`src/rtl/dph_pkg.sv`:
```
package dph_pkg;
  localparam int DW = 8;
  localparam logic [3:0] KIND_IND = 4'b1000;

  typedef struct packed {
    logic [3:0] kind;
    logic       dir;
    logic       psel;
    logic       rsv;
    logic       ainc;
  } cmd_t;

  function automatic logic [5:0] col_step(input logic [5:0] c, input logic [5:0] last);
    return (c == last) ? 6'd0 : c + 6'd1;
  endfunction
endpackage

```
`src/rtl/dph_seq.sv`:
```
module dph_seq import dph_pkg::*; #(
  parameter int LAT = 4
) (
  input  logic clk,
  input  logic rst_n,
  input  logic start_req,
  input  cmd_t cmd_in,
  output logic start,
  output logic busy,
  output logic done,
  output cmd_t cmd_q
);
  localparam int CW = $clog2(LAT + 1);
  localparam logic [CW-1:0] CNT_LOAD = CW'(LAT - 1);

  logic [CW-1:0] cnt_q;

  assign start = start_req & ~busy;
  assign done  = busy & (cnt_q == '0);

  always_ff @(posedge clk or negedge rst_n) begin
    if (!rst_n) begin
      busy  <= 1'b0;
      cnt_q <= '0;
      cmd_q <= '0;
    end else if (start) begin
      busy  <= 1'b1;
      cnt_q <= CNT_LOAD;
      cmd_q <= cmd_in;
    end else if (done) begin
      busy <= 1'b0;
    end else if (busy) begin
      cnt_q <= cnt_q - 1'b1;
    end
  end

  a_r4_busy_on: assert property (@(posedge clk) disable iff (!rst_n)
    start |=> busy);
  a_r4_done_ends: assert property (@(posedge clk) disable iff (!rst_n)
    done |=> !busy);
  a_r5_busy_ignores: assert property (@(posedge clk) disable iff (!rst_n)
    (start_req && busy) |=> $stable(cmd_q));
endmodule

```
`src/rtl/dph_res_bank.sv`:
```
module dph_res_bank import dph_pkg::*; #(
  parameter int NRES = 8,
  localparam int RW = $clog2(NRES)
) (
  input  logic          clk,
  input  logic          rst_n,
  input  logic          we,
  input  logic [RW-1:0] sel,
  input  logic [DW-1:0] wdata,
  output logic [DW-1:0] rdata
);
  logic [DW-1:0] res_q [NRES];

  for (genvar g = 0; g < NRES; g++) begin : g_res
    always_ff @(posedge clk or negedge rst_n) begin
      if (!rst_n)                        res_q[g] <= '0;
      else if (we && sel == RW'(g))      res_q[g] <= wdata;
    end
  end

  assign rdata = res_q[sel];
endmodule

```
`src/rtl/dpu_host_regs.sv`:
```
module dpu_host_regs import dph_pkg::*; #(
  parameter int COLW     = 6,
  parameter int COL_LAST = 39,
  parameter int LAT      = 4,
  parameter int NRES     = 8
) (
  input  logic       clk,
  input  logic       rst_n,
  input  logic       cs,
  input  logic       as_n,
  input  logic       we,
  input  logic [2:0] idx,
  input  logic [7:0] wdata,
  output logic [7:0] rdata,
  input  logic       vsync,
  input  logic       vsync_mask
);
  localparam int RW = $clog2(NRES);
  localparam logic [COLW-1:0] LASTC = COLW'(COL_LAST);

  logic acc, host_wr, start, busy, done;
  cmd_t cmd_q;
  logic [7:0] cmd_raw;
  logic is_ind, lxm_d, lxa_d, inc_d;
  logic lxm_q, lxa_q, alarm_q, msb_q;
  logic [DW-1:0] arg_q [1:7];
  logic [DW-1:0] arg_d [1:7];
  logic [DW-1:0] res_rd, status;

  assign acc     = cs & ~as_n;
  assign host_wr = acc & we;

  dph_seq #(.LAT(LAT)) u_seq (
    .clk(clk), .rst_n(rst_n),
    .start_req(host_wr && idx == 3'd0),
    .cmd_in(cmd_t'(wdata)),
    .start(start), .busy(busy), .done(done), .cmd_q(cmd_q)
  );

  assign cmd_raw = cmd_q;
  assign is_ind  = (cmd_q.kind == KIND_IND);

  dph_res_bank #(.NRES(NRES)) u_res (
    .clk(clk), .rst_n(rst_n),
    .we(done & is_ind & ~cmd_q.dir),
    .sel(cmd_raw[RW-1:0]),
    .wdata(arg_q[1]),
    .rdata(res_rd)
  );

  assign lxm_d = (arg_q[7][COLW-1:0] == LASTC);
  assign lxa_d = (arg_q[5][COLW-1:0] == LASTC);
  assign inc_d = ~is_ind & cmd_q.ainc;

  always_comb begin
    for (int k = 1; k < 8; k++) arg_d[k] = arg_q[k];
    if (done) begin
      if (is_ind && cmd_q.dir)
        arg_d[1] = res_rd;
      else if (inc_d && cmd_q.psel)
        arg_d[5][COLW-1:0] = col_step(arg_q[5][COLW-1:0], LASTC);
      else if (inc_d)
        arg_d[7][COLW-1:0] = col_step(arg_q[7][COLW-1:0], LASTC);
    end
    for (int k = 1; k < 8; k++)
      if (host_wr && idx == 3'(k)) arg_d[k] = wdata;
  end

  always_ff @(posedge clk or negedge rst_n) begin
    if (!rst_n) begin
      for (int k = 1; k < 8; k++) arg_q[k] <= '0;
    end else begin
      for (int k = 1; k < 8; k++) arg_q[k] <= arg_d[k];
    end
  end

  always_ff @(posedge clk or negedge rst_n) begin
    if (!rst_n) begin
      lxm_q <= 1'b0; lxa_q <= 1'b0; alarm_q <= 1'b0; msb_q <= 1'b0;
    end else if (start) begin
      lxm_q <= 1'b0; lxa_q <= 1'b0; alarm_q <= 1'b0; msb_q <= 1'b0;
    end else if (done) begin
      lxm_q   <= lxm_d;
      lxa_q   <= lxa_d;
      alarm_q <= (lxm_d | lxa_d) & inc_d;
      msb_q   <= arg_d[1][DW-1];
    end
  end

  assign status = {busy, alarm_q, lxm_q, lxa_q, msb_q, vsync & ~vsync_mask, 2'b00};

  always_comb begin
    rdata = '0;
    if (acc && !we) begin
      if (idx == 3'd0) rdata = status;
      for (int k = 1; k < 8; k++)
        if (idx == 3'(k)) rdata = arg_q[k];
    end
  end

  a_r6_clear_at_start: assert property (@(posedge clk) disable iff (!rst_n)
    start |=> (!lxm_q && !lxa_q && !alarm_q && !msb_q));
  a_r7_main_eor: assert property (@(posedge clk) disable iff (!rst_n)
    (done && arg_q[7][COLW-1:0] == LASTC) |=> lxm_q);
  a_r8_wrap_main: assert property (@(posedge clk) disable iff (!rst_n)
    (done && !is_ind && cmd_q.ainc && !cmd_q.psel && arg_q[7][COLW-1:0] == LASTC
     && !(host_wr && idx == 3'd7)) |=> (arg_q[7][COLW-1:0] == '0));
  a_r9_alarm_needs_eor: assert property (@(posedge clk) disable iff (!rst_n)
    alarm_q |-> (lxm_q || lxa_q));
  a_r1_quiet_bus: assert property (@(posedge clk) disable iff (!rst_n)
    !acc |-> (rdata == '0));
endmodule

```
`config.mk`:
```
export PLATFORM = sky130hd
export DESIGN_NAME = dpu_host_regs
export DESIGN_NICKNAME = d
export VERILOG_FILES = /design/src/rtl/dph_pkg.sv /design/src/rtl/dph_seq.sv /design/src/rtl/dph_res_bank.sv /design/src/rtl/dpu_host_regs.sv
export SDC_FILE = /design/constraint.sdc
export NUM_CORES = 1
export LEC_CHECK = 0
export ABC_AREA = 1
export BUFFER_PORTS_ARGS = -buffer_cell sky130_fd_sc_hd__buf_2
export CAP_MARGIN = 10
export CORE_MARGIN = 2
export CORE_UTILIZATION = 40
export DETAILED_ROUTE_END_ITERATION = 16
export PLACE_DENSITY = 0.62
export SYNTH_ARGS = -nofsm -noshare
export SYNTH_HDL_FRONTEND = slang
export SYNTH_SLANG_ARGS = --single-unit
```
`constraint.sdc`:
```
create_clock -name clk -period 3.7 [get_ports clk]
set_input_delay 0.37 -clock clk [delete_from_list [all_inputs] [get_ports clk]]
set_output_delay 0.37 -clock clk [all_outputs]
set_load 0.005 [all_outputs]
```
==> flow_metrics.tcl <==
set metrics [dict create \
    maxCapViolCount 0 \
    dpl.hpwl_mm 11.5 \
    rows 46 \
    whs_ns 0.00156 \
    path_class "in -> out" \
    postCtsHoldBufs 0 \
    cts_root_buf "clkbuf_16" \
    worstPathMaxFanout 9 \
    yosysWarnings 0 \
    cp.arrival_ns 1.96 \
    vdd_drop_max_mv 0.324 \
    die-area_um2 17100 \
    dieWidth_um 131 \
    setup_viol 0 \
    crit_required_ns 3.33 \
    fmaxAchievable_mhz 429 \
    final_nets 846 \
    cts_tree "built" \
    slew_headroom_pct 29.7 \
    grt_pass1_vias 5102 \
    synth_edf_count 0 \
    place_congestion 0.820 \
    clk_pin_slew_worst_paths_ns 0.06 \
    tightest_slew_ns 1.05 \
    h-tree-depth 4 \
    mostFrequentLayoutCells "nand2_1 (233), dfrtp_1 (136), o21ai_0 (116)" \
    initialDrtViolationCount 586 \
    finalWorstSetupSlack_ns 1.37 \
    route.vias.total 5475 \
    cts.path.max_buffers 2 \
    clock_latency_ns 0.43 \
    postLayoutCoreUtil_pct 46.9 \
    async_reset_ff_share_pct 100 \
    post_cts_resized 0 \
    post_synth.cell_area_avg_um2 8.08 \
    fin_skew_ns 0.0111 \
    ant_nets 0 \
    synthDistinctLibCells 28 \
    ys_ff_latch 136 \
    numCtsBuffers 17 \
    netlist_top_cells_area "dfrtp_1 (53%), nand2_1 (14%), o21ai_0 (9.0%)" \
    num_antenna_cells 0 \
    syn_nets 818 \
    hold_viol 0 \
    grt_max_degree 89 \
    yosysTopAreaCell "dfrtp_1" \
    fin_setup_tns_ns 0 \
    synth_cells 796 \
    initial_core_util_pct 40.6 \
    cts_setup_buffers 0 \
    ios 26 \
    powerDensity_nw_per_um2 571 \
    vias_per_cell 5.20 \
    syn_area_um2 6430 \
    place.port_buffers 25 \
    final_layout_size_suffix_gt1_share_pct 9.56 \
    period_share_pct 63.0 \
    grt_pass1_wl_mm 27.8 \
    routed_wl_mm 17.3 \
    wl_per_cell_um 16.4 \
    leakage_nw 3.48 \
    outcome "finished clean" \
    dr.pass1.iters 5 \
    hp-class "in -> async" \
    synth_top_area_share_pct 52.9 \
    core_um2 15800 \
    synth_flop_cell "dfrtp_1" \
    worst_setup_path_end_kind "output port" \
    grt_util_all_layers_pct 21.8 \
    layout_min_cycle_time_ns 2.33 \
    yosysSeqAreaShare_pct 52.9 \
    finalMaxSlewViolations 0 \
    final_common_cell "nand2_1" \
    start_kind "primary input" \
    drcViolationCount 0 \
    antenna_found_initial 0 \
    syn_to_final_growth_pct 15.4 \
    die_h_um 131 \
    grt-ovfl-total 0 \
    rsz0062_at_grt "no" \
    dp_slack_ns 1.43 \
    cts_sinks 136 \
]
==> routing by layer <==
metal | wire (um) | GRT usage (%) | vias up
met3 | 891 | 4.32 | 22
met1 | 8640 | 32.6 | 2631
met5 | 0 | 0 | -
li1 | - | - | 2680
met2 | 7480 | 31.4 | 142
met4 | 289 | 7.57 | 0
==> worst paths after layout <==
kind	from	endpoint	slack, ns	depth (start not counted)
worst min-delay path	rst_n	u_res.res_q[46]	0.002	1
worst max-delay path	idx[1]	rdata[2]	1.37	7
min in group clk	wdata[3]	arg_q[43]	0.20	3
worst max register to register	u_seq.cnt_q[0]	u_res.res_q[40]	1.38	6
max in group asynchronous	rst_n	lxm_q	2.76	2
worst min register to register	u_res.res_q[22]	u_res.res_q[22]	0.48	2
==> area by class of cell <==
class | count | area [um^2]
Clock buffer | 20 | 467
Multi-Input combinational cell | 555 | 2610
Inverter | 80 | 300
Tap cell | 216 | 270
Fill cell | 1574 | 8400
Timing Repair Buffer | 34 | 199
Clock inverter | 12 | 173
Sequential cell | 136 | 3400
==> power breakdown <==
group / internal, W / total [W] / switching [W]
combinational: 0.000191 / 0.000608 / 0.000417
sequential: 0.00167 / 0.00180 / 0.000126
clock: 0.00118 / 0.00184 / 0.000660
total: 0.00304 / 0.00424 / 0.00120
==> synthesized netlist by cell type, types with 2 or more instances <==
cell and count:
nand2_1 233, dfrtp_1 136, o21ai_0 116, inv_1 76, nor2_1 55, a21oi_1 40, nand3_1 38, nand4_1 20
buf_2 15, o211ai_1 11, a22oi_1 9, clkbuf_1 9, nor3_1 6, xor2_1 6, ha_1 4, inv_2 3
nor3_2 3, o22ai_1 3, a31oi_1 2, nor2_2 2, or2_2 2
==> worst max-delay path, stage by stage <==
cell     delay, ns
buf_2         0.19
inv_1         0.14
nor3_2        0.50
inv_1         0.19
o21ai_0       0.35
a21oi_1       0.08
buf_2         0.14
==> flip-flops by register name (all words and copies together), names as in the netlist <==
name / count
alarm_q: 1
msb_q: 1
arg_q: 56
u_seq.busy: 1
u_res.res_q: 64
lxm_q: 1
u_seq.cnt_q: 3
u_seq.cmd_q: 8
lxa_q: 1
==> kinds of logic (layout without fill, tap and decap cells) <==
group	Yosys count	count (layout)	synth area share, %
and+or+nand+nor	362	362	23.8
buffers and inverters	105	146	6.48
DFF	136	136	52.9
xor gates and xnor gates	6	6	0.817
AOI/OAI and AO/OA	182	182	15.1
adders and majority gates	4	4	0.778
muxes	1	1	0.175
==> through the flow <==
step           total power (W)  instance area (um^2)  cells
2_1_floorplan          0.00219                  6430    796
3_3_place_gp           0.00242                  6790   1021
3_5_place_dp           0.00243                  6790   1021
4_1_cts                0.00425                  7430   1053
5_1_grt                0.00443                  7430   1053
6_report               0.00424                  7430   1053
No activity file was read; power rests on OpenSTA's default activity.
